**src/rtl/stq_pkg.sv**
```systemverilog
package stq_pkg;

  // Width of the free-running tick counter and of every deadline.
  localparam int unsigned TICK_W = 32;

  typedef logic [TICK_W-1:0] tick_t;

  // Deadline of a request accepted while the counter reads 'now'.
  function automatic tick_t tick_deadline(input tick_t now, input tick_t delay);
    return now + delay;
  endfunction

  // True when 'a' lies strictly later than 'b' on the wrapping time line.
  function automatic logic tick_after(input tick_t a, input tick_t b);
    tick_t diff;
    diff = a - b;
    return (!diff[TICK_W-1]) && (diff != '0);
  endfunction

  // True once 'now' has reached or passed deadline 'due'.
  function automatic logic tick_reached(input tick_t now, input tick_t due);
    tick_t diff;
    diff = now - due;
    return !diff[TICK_W-1];
  endfunction

endpackage

```
**src/rtl/stq_tick_counter.sv**
```systemverilog
module stq_tick_counter
  import stq_pkg::*;
(
  input  logic  clk,
  input  logic  rst_n,
  output tick_t now_tick
);

  always_ff @(posedge clk or negedge rst_n) begin
    if (!rst_n) begin
      now_tick <= '0;
    end else begin
      now_tick <= now_tick + tick_t'(1);
    end
  end

endmodule

```
**src/rtl/stq_slot.sv**
```systemverilog
module stq_slot
  import stq_pkg::*;
#(
  parameter int TID_W   = 8,
  parameter bit IS_HEAD = 1'b0
) (
  input  logic             clk,
  input  logic             rst_n,
  input  logic             pop,
  input  logic             ins,
  input  tick_t            ins_key,
  input  logic [TID_W-1:0] ins_tid,
  input  logic             up_vld,
  input  tick_t            up_key,
  input  logic [TID_W-1:0] up_tid,
  input  logic             dn_vld,
  input  tick_t            dn_key,
  input  logic [TID_W-1:0] dn_tid,
  output logic             q_vld,
  output tick_t            q_key,
  output logic [TID_W-1:0] q_tid
);

  // View of this slot and of the slot below after an optional removal.
  logic             s_vld, d_vld;
  tick_t            s_key, d_key;
  logic [TID_W-1:0] s_tid, d_tid;
  logic             s_keep, d_keep;
  logic             nxt_vld;
  tick_t            nxt_key;
  logic [TID_W-1:0] nxt_tid;

  always_comb begin
    if (pop) begin
      s_vld = up_vld;
      s_key = up_key;
      s_tid = up_tid;
      d_vld = q_vld;
      d_key = q_key;
      d_tid = q_tid;
    end else begin
      s_vld = q_vld;
      s_key = q_key;
      s_tid = q_tid;
      d_vld = dn_vld;
      d_key = dn_key;
      d_tid = dn_tid;
    end
    // An entry stays ahead of the newcomer unless its deadline is later.
    s_keep = s_vld && !tick_after(s_key, ins_key);
    d_keep = IS_HEAD ? 1'b1 : (d_vld && !tick_after(d_key, ins_key));
  end

  always_comb begin
    if (!ins || s_keep) begin
      nxt_vld = s_vld;
      nxt_key = s_key;
      nxt_tid = s_tid;
    end else if (d_keep) begin
      nxt_vld = 1'b1;
      nxt_key = ins_key;
      nxt_tid = ins_tid;
    end else begin
      nxt_vld = d_vld;
      nxt_key = d_key;
      nxt_tid = d_tid;
    end
  end

  always_ff @(posedge clk or negedge rst_n) begin
    if (!rst_n) begin
      q_vld <= 1'b0;
      q_key <= '0;
      q_tid <= '0;
    end else begin
      q_vld <= nxt_vld;
      q_key <= nxt_key;
      q_tid <= nxt_tid;
    end
  end

endmodule

```
**src/rtl/stq_sorted_store.sv**
```systemverilog
module stq_sorted_store
  import stq_pkg::*;
#(
  parameter int DEPTH = 16,
  parameter int TID_W = 8,
  localparam int CNT_W = $clog2(DEPTH + 1)
) (
  input  logic             clk,
  input  logic             rst_n,
  input  logic             ins_evt,
  input  tick_t            ins_key,
  input  logic [TID_W-1:0] ins_tid,
  input  logic             pop_evt,
  output logic             head_vld,
  output tick_t            head_key,
  output logic [TID_W-1:0] head_tid,
  output logic             second_vld,
  output tick_t            second_key,
  output logic [CNT_W-1:0] occ,
  output logic             full,
  output logic             empty
);

  // Index 0 and DEPTH+1 are empty boundary slots; slot i lives at i+1.
  logic             v_a [DEPTH+1:0];
  tick_t            k_a [DEPTH+1:0];
  logic [TID_W-1:0] t_a [DEPTH+1:0];

  assign v_a[0]       = 1'b0;
  assign k_a[0]       = '0;
  assign t_a[0]       = '0;
  assign v_a[DEPTH+1] = 1'b0;
  assign k_a[DEPTH+1] = '0;
  assign t_a[DEPTH+1] = '0;

  for (genvar i = 0; i < DEPTH; i++) begin : g_slot
    stq_slot #(
      .TID_W   (TID_W),
      .IS_HEAD (i == 0)
    ) u_slot (
      .clk     (clk),
      .rst_n   (rst_n),
      .pop     (pop_evt),
      .ins     (ins_evt),
      .ins_key (ins_key),
      .ins_tid (ins_tid),
      .up_vld  (v_a[i+2]),
      .up_key  (k_a[i+2]),
      .up_tid  (t_a[i+2]),
      .dn_vld  (v_a[i]),
      .dn_key  (k_a[i]),
      .dn_tid  (t_a[i]),
      .q_vld   (v_a[i+1]),
      .q_key   (k_a[i+1]),
      .q_tid   (t_a[i+1])
    );
  end

  assign head_vld   = v_a[1];
  assign head_key   = k_a[1];
  assign head_tid   = t_a[1];
  assign second_vld = v_a[2];
  assign second_key = k_a[2];

  always_ff @(posedge clk or negedge rst_n) begin
    if (!rst_n) begin
      occ <= '0;
    end else begin
      case ({ins_evt, pop_evt})
        2'b10:   occ <= occ + CNT_W'(1);
        2'b01:   occ <= occ - CNT_W'(1);
        default: occ <= occ;
      endcase
    end
  end

  assign full  = (occ == CNT_W'(DEPTH));
  assign empty = (occ == '0);

endmodule

```
**src/rtl/stq_wake_port.sv**
```systemverilog
module stq_wake_port
  import stq_pkg::*;
#(
  parameter int TID_W = 8
) (
  input  tick_t            now_tick,
  input  logic             head_vld,
  input  tick_t            head_key,
  input  logic [TID_W-1:0] head_tid,
  input  logic             wake_ready,
  output logic             head_due,
  output logic             wake_valid,
  output logic [TID_W-1:0] wake_tid,
  output logic             pop_evt
);

  assign head_due   = head_vld && tick_reached(now_tick, head_key);
  assign wake_valid = head_due;
  assign wake_tid   = head_tid;
  assign pop_evt    = head_due && wake_ready;

endmodule

```
**src/rtl/sleep_timer_queue.sv**
```systemverilog
module sleep_timer_queue
  import stq_pkg::*;
#(
  parameter int DEPTH = 16,
  parameter int TID_W = 8
) (
  input  logic                clk,
  input  logic                rst_n,
  input  logic                req_valid,
  output logic                req_ready,
  input  logic [TID_W-1:0]    req_tid,
  input  logic [TICK_W-1:0]   req_delay,
  output logic                wake_valid,
  input  logic                wake_ready,
  output logic [TID_W-1:0]    wake_tid,
  output logic                q_full,
  output logic                q_empty
);

  localparam int CNT_W = $clog2(DEPTH + 1);

  // Internal events brought out by name for the bound checker.
  tick_t            now_tick;
  tick_t            ins_key;
  logic             ins_evt;
  logic             pop_evt;
  logic             head_due;
  logic             head_vld;
  tick_t            head_key;
  logic [TID_W-1:0] head_tid;
  logic             second_vld;
  tick_t            second_key;
  logic [CNT_W-1:0] occ;

  assign req_ready = !q_full;
  assign ins_evt   = req_valid && req_ready;
  assign ins_key   = tick_deadline(now_tick, req_delay);

  stq_tick_counter u_ticks (
    .clk      (clk),
    .rst_n    (rst_n),
    .now_tick (now_tick)
  );

  stq_sorted_store #(
    .DEPTH (DEPTH),
    .TID_W (TID_W)
  ) u_store (
    .clk        (clk),
    .rst_n      (rst_n),
    .ins_evt    (ins_evt),
    .ins_key    (ins_key),
    .ins_tid    (req_tid),
    .pop_evt    (pop_evt),
    .head_vld   (head_vld),
    .head_key   (head_key),
    .head_tid   (head_tid),
    .second_vld (second_vld),
    .second_key (second_key),
    .occ        (occ),
    .full       (q_full),
    .empty      (q_empty)
  );

  stq_wake_port #(
    .TID_W (TID_W)
  ) u_wake (
    .now_tick   (now_tick),
    .head_vld   (head_vld),
    .head_key   (head_key),
    .head_tid   (head_tid),
    .wake_ready (wake_ready),
    .head_due   (head_due),
    .wake_valid (wake_valid),
    .wake_tid   (wake_tid),
    .pop_evt    (pop_evt)
  );

endmodule

```
**config.mk**
```make
export PLATFORM = sky130hd
export DESIGN_NAME = sleep_timer_queue
export DESIGN_NICKNAME = d
export VERILOG_FILES = /design/src/rtl/stq_pkg.sv /design/src/rtl/stq_tick_counter.sv /design/src/rtl/stq_slot.sv /design/src/rtl/stq_sorted_store.sv /design/src/rtl/stq_wake_port.sv /design/src/rtl/sleep_timer_queue.sv
export SDC_FILE = /design/constraint.sdc
export NUM_CORES = 2
export LEC_CHECK = 0
export BUFFER_PORTS_ARGS = -buffer_cell sky130_fd_sc_hd__buf_2
export CAP_MARGIN = 20
export CORE_MARGIN = 2
export CORE_UTILIZATION = 50
export CTS_CLUSTER_DIAMETER = 30
export DETAILED_ROUTE_END_ITERATION = 12
export PLACE_DENSITY = 0.63
export SLEW_MARGIN = 20
export SYNTH_ARGS = -nofsm -noshare
export SYNTH_HDL_FRONTEND = slang
export SYNTH_SLANG_ARGS = --single-unit
```
**constraint.sdc**
```tcl
create_clock -name clk -period 10.4 [get_ports clk]
set_input_delay 1.04 -clock clk [delete_from_list [all_inputs] [get_ports clk]]
set_output_delay 1.04 -clock clk [all_outputs]
set_load 0.01 [all_outputs]
```
==> out/qor.yml <==
slew_headroom_pct: 20.54
syn_area_um2: 70580
synth_ff_type: "dfrtp_1"
cts_hold_buf: 0
dr.first_iter.drc_count: 9549
drv_cap: 0
grt_pass1_wl_um: 456800
htree_levels: 4
required_ps: 11130
die_h_um: 379.7
start_util_pct: 50.46
muxShareOfSynthArea_pct: 13.47
end_kind: "flop"
synthAdderAreaFrac_pct: 11.21
setup.worst_path.class: "reg -> reg"
grt_use_total_pct: 41.76
postRouteWirelength_um: 312200
setup_violations: 0
status: "finished, final reports clean"
post-route-min-period_ps: 10030
finalHoldViolCount: 0
path_buf_inv: 5
antenna_found_initial: 19
gp_congestion: 1.060
fmax_mhz: 99.69
avgSynthCellArea_um2: 7.800
min_period_over_period_pct: 96.45
hpwlAfterDp_um: 236100
clk-insertion-delay-late_ps: 860
die_w_um: 379.7
yosys.area_share.simple_pct: 20.85
path_max_fanout: 81
critical_path.top_delay_family: "compound AO/OA/AOI/OAI gates"
fillCellCount: 12940
dieArea_um2: 144200
synthArstFlopShare_pct: 100.0
ant_nets: 0
hp-class: "in -> async"
seq_area_frac_synth_pct: 24.57
drt-pass1-iter-count: 6
tns_ps: 0
synthXorXnorAreaFrac_pct: 3.505
drv_slew: 0
synthCells: 9048
cts_tree: "done"
fin_nets: 9796
worstMarginPinSlew_ps: 1192
row_count: 137
synth_top_family_by_area: "compound AO/OA/AOI/OAI gates"
yosysWarnings: 0
drc: 0
cts_buffer_depth: 3
cts_sinks: 693
fin_cells: 11200
core_um2: 139900
post_drt_wl_per_cell_um: 27.89
clock-root-buffer: "clkbuf_16"
io_pins: 56
cp_slowest_stage_delay_ps: 740
vias: 73380
drive_gt1_share_pct: 10.97
crit_arrival_ps: 10760
ys_ff_latch: 693
grt_max_degree: 153
slowest_stage: "or4_1"
skew_ps: 69.22
dp_cells: 10790
grt_pass1_vias: 68350
syn-num-nets: 9712
routed_via_density: 6.554
cts_buffers: 208
synth-compound-area-share_pct: 21.27
synth_edf_count: 0
overflow: 0
area_growth_pct: 16.56
start_kind: "flop"
ys_types: 108
cts.clk_slew.worst_paths_ps: 40
port_buffers: 55
==> synthesized netlist by cell type (41+ instances only) <==
master / number / share of area, %
ha_1: 602 / 11
o2111ai_1: 44 / 0.55
inv_1: 463 / 2.5
a31oi_1: 103 / 0.91
o21ai_0: 646 / 4.6
nand2_1: 1476 / 7.8
nand2b_1: 118 / 1.0
a2111oi_0: 43 / 0.53
nor4_1: 60 / 0.53
a21o_1: 166 / 1.8
xnor2_1: 185 / 2.3
o311ai_0: 41 / 0.51
buf_2: 55 / 0.39
nor2b_1: 78 / 0.69
o211ai_1: 59 / 0.63
o21a_1: 67 / 0.71
a211oi_1: 82 / 0.87
dfrtp_1: 693 / 25
and2_1: 80 / 0.71
or3_1: 44 / 0.39
nor2_1: 601 / 3.2
o22ai_1: 52 / 0.46
buf_1: 41 / 0.22
mux2i_1: 707 / 10
a21oi_1: 700 / 5.0
clkbuf_1: 335 / 1.8
nor3_1: 182 / 1.3
nand4_1: 66 / 0.59
mux2_2: 171 / 2.7
xor2_1: 90 / 1.1
nand3_1: 213 / 1.5
and3_1: 98 / 0.87
==> layout by cell type, fill, tap and decap left out, types with 117 or more instances in the layout <==
master	instances
a21o_1	166
a21oi_1	699
buf_4	220
clkbuf_16	208
dfrtp_1	693
ha_1	602
inv_1	458
mux2_2	171
mux2i_1	705
nand2_1	1471
nand2b_1	117
nand3_1	213
nor2_1	595
nor3_1	180
o21ai_0	645
xnor2_1	175
==> kinds of logic (layout without fill, tap and decap cells) <==
logic type,Yosys count,count (layout)
AND/OR/NAND/NOR,3214,3214
multiplexers,921,921
flip-flops,693,693
adder cells (fa/ha/maj),622,622
other,0,7
buffers and inverters,919,1184
AO/OA/AOI/OAI,2400,2400
XOR/XNOR,279,279
==> flip-flops by register name (all words and copies together), names as in the netlist <==
register                     flops
u_store.g_slot.u_slot.q_key    512
u_store.g_slot.u_slot.q_tid    128
u_store.g_slot.u_slot.q_vld     16
u_store.occ                      5
u_ticks.now_tick                32
==> layout make-up <==
type / instances / area, um2 / area share, %
Multi-Input combinational cell: 7436 / 50100 / 60.90
Sequential cell: 693 / 17340 / 21.08
Clock inverter: 100 / 1883 / 2.289
Timing Repair Buffer: 318 / 2796 / 3.399
Clock buffer: 291 / 5987 / 7.278
Antenna cell: 7 / 17.52 / 0.02129
Inverter: 475 / 1792 / 2.178
Tap cell: 1876 / 2347 / 2.853
==> path summary, 6_finish.rpt <==
kind                                            from                                 end  slack (ps)  depth (start not counted)
worst min-delay path                           rst_n                u_ticks.now_tick[17]         130                          1
worst min register to register        u_store.occ[4]                      u_store.occ[4]         490                          1
worst max-delay path            u_ticks.now_tick[18]  u_store.g_slot[12].u_slot.q_key[8]         370                         30
worst max register to register  u_ticks.now_tick[18]  u_store.g_slot[12].u_slot.q_key[8]         370                         30
max in group asynchronous                      rst_n   u_store.g_slot[4].u_slot.q_tid[7]        8100                          3
min in group clk                      u_store.occ[4]                      u_store.occ[4]         490                          1
==> through the flow <==
stage	instance area, um2	util [%]	worst slack (ps)	hold WS, ps
6_report	82270	58.81	369.3	128.8
5_1_grt	82250	58.80	-6.185	174.6
4_1_cts	82140	58.73	115.1	150.7
3_5_place_dp	74270	53.10	-434.9	485.5
3_3_place_gp	74240	53.08	-601.1	482.5
2_1_floorplan	70580	-	1752	463.1
==> per-layer routing <==
| layer | share of wire, % | GRT usage, % |
|---|---|---|
| met5 | 0.046 | 0 |
| met4 | 5.2 | 19.37 |
| met3 | 12 | 11.34 |
| met1 | 43 | 59.20 |
| met2 | 40 | 58.44 |
==> timing repair <==
| item | CTS | global route |
|---|---|---|
| setup endpoints to repair | 0 | 94 |
| gates resized for setup | 0 | 8 |
| buffers inserted | 0 | 9 |
Power is left out: the tool's default activity adds up to more than one toggle a clock period on the data nets, which glitch-free logic cannot reach.
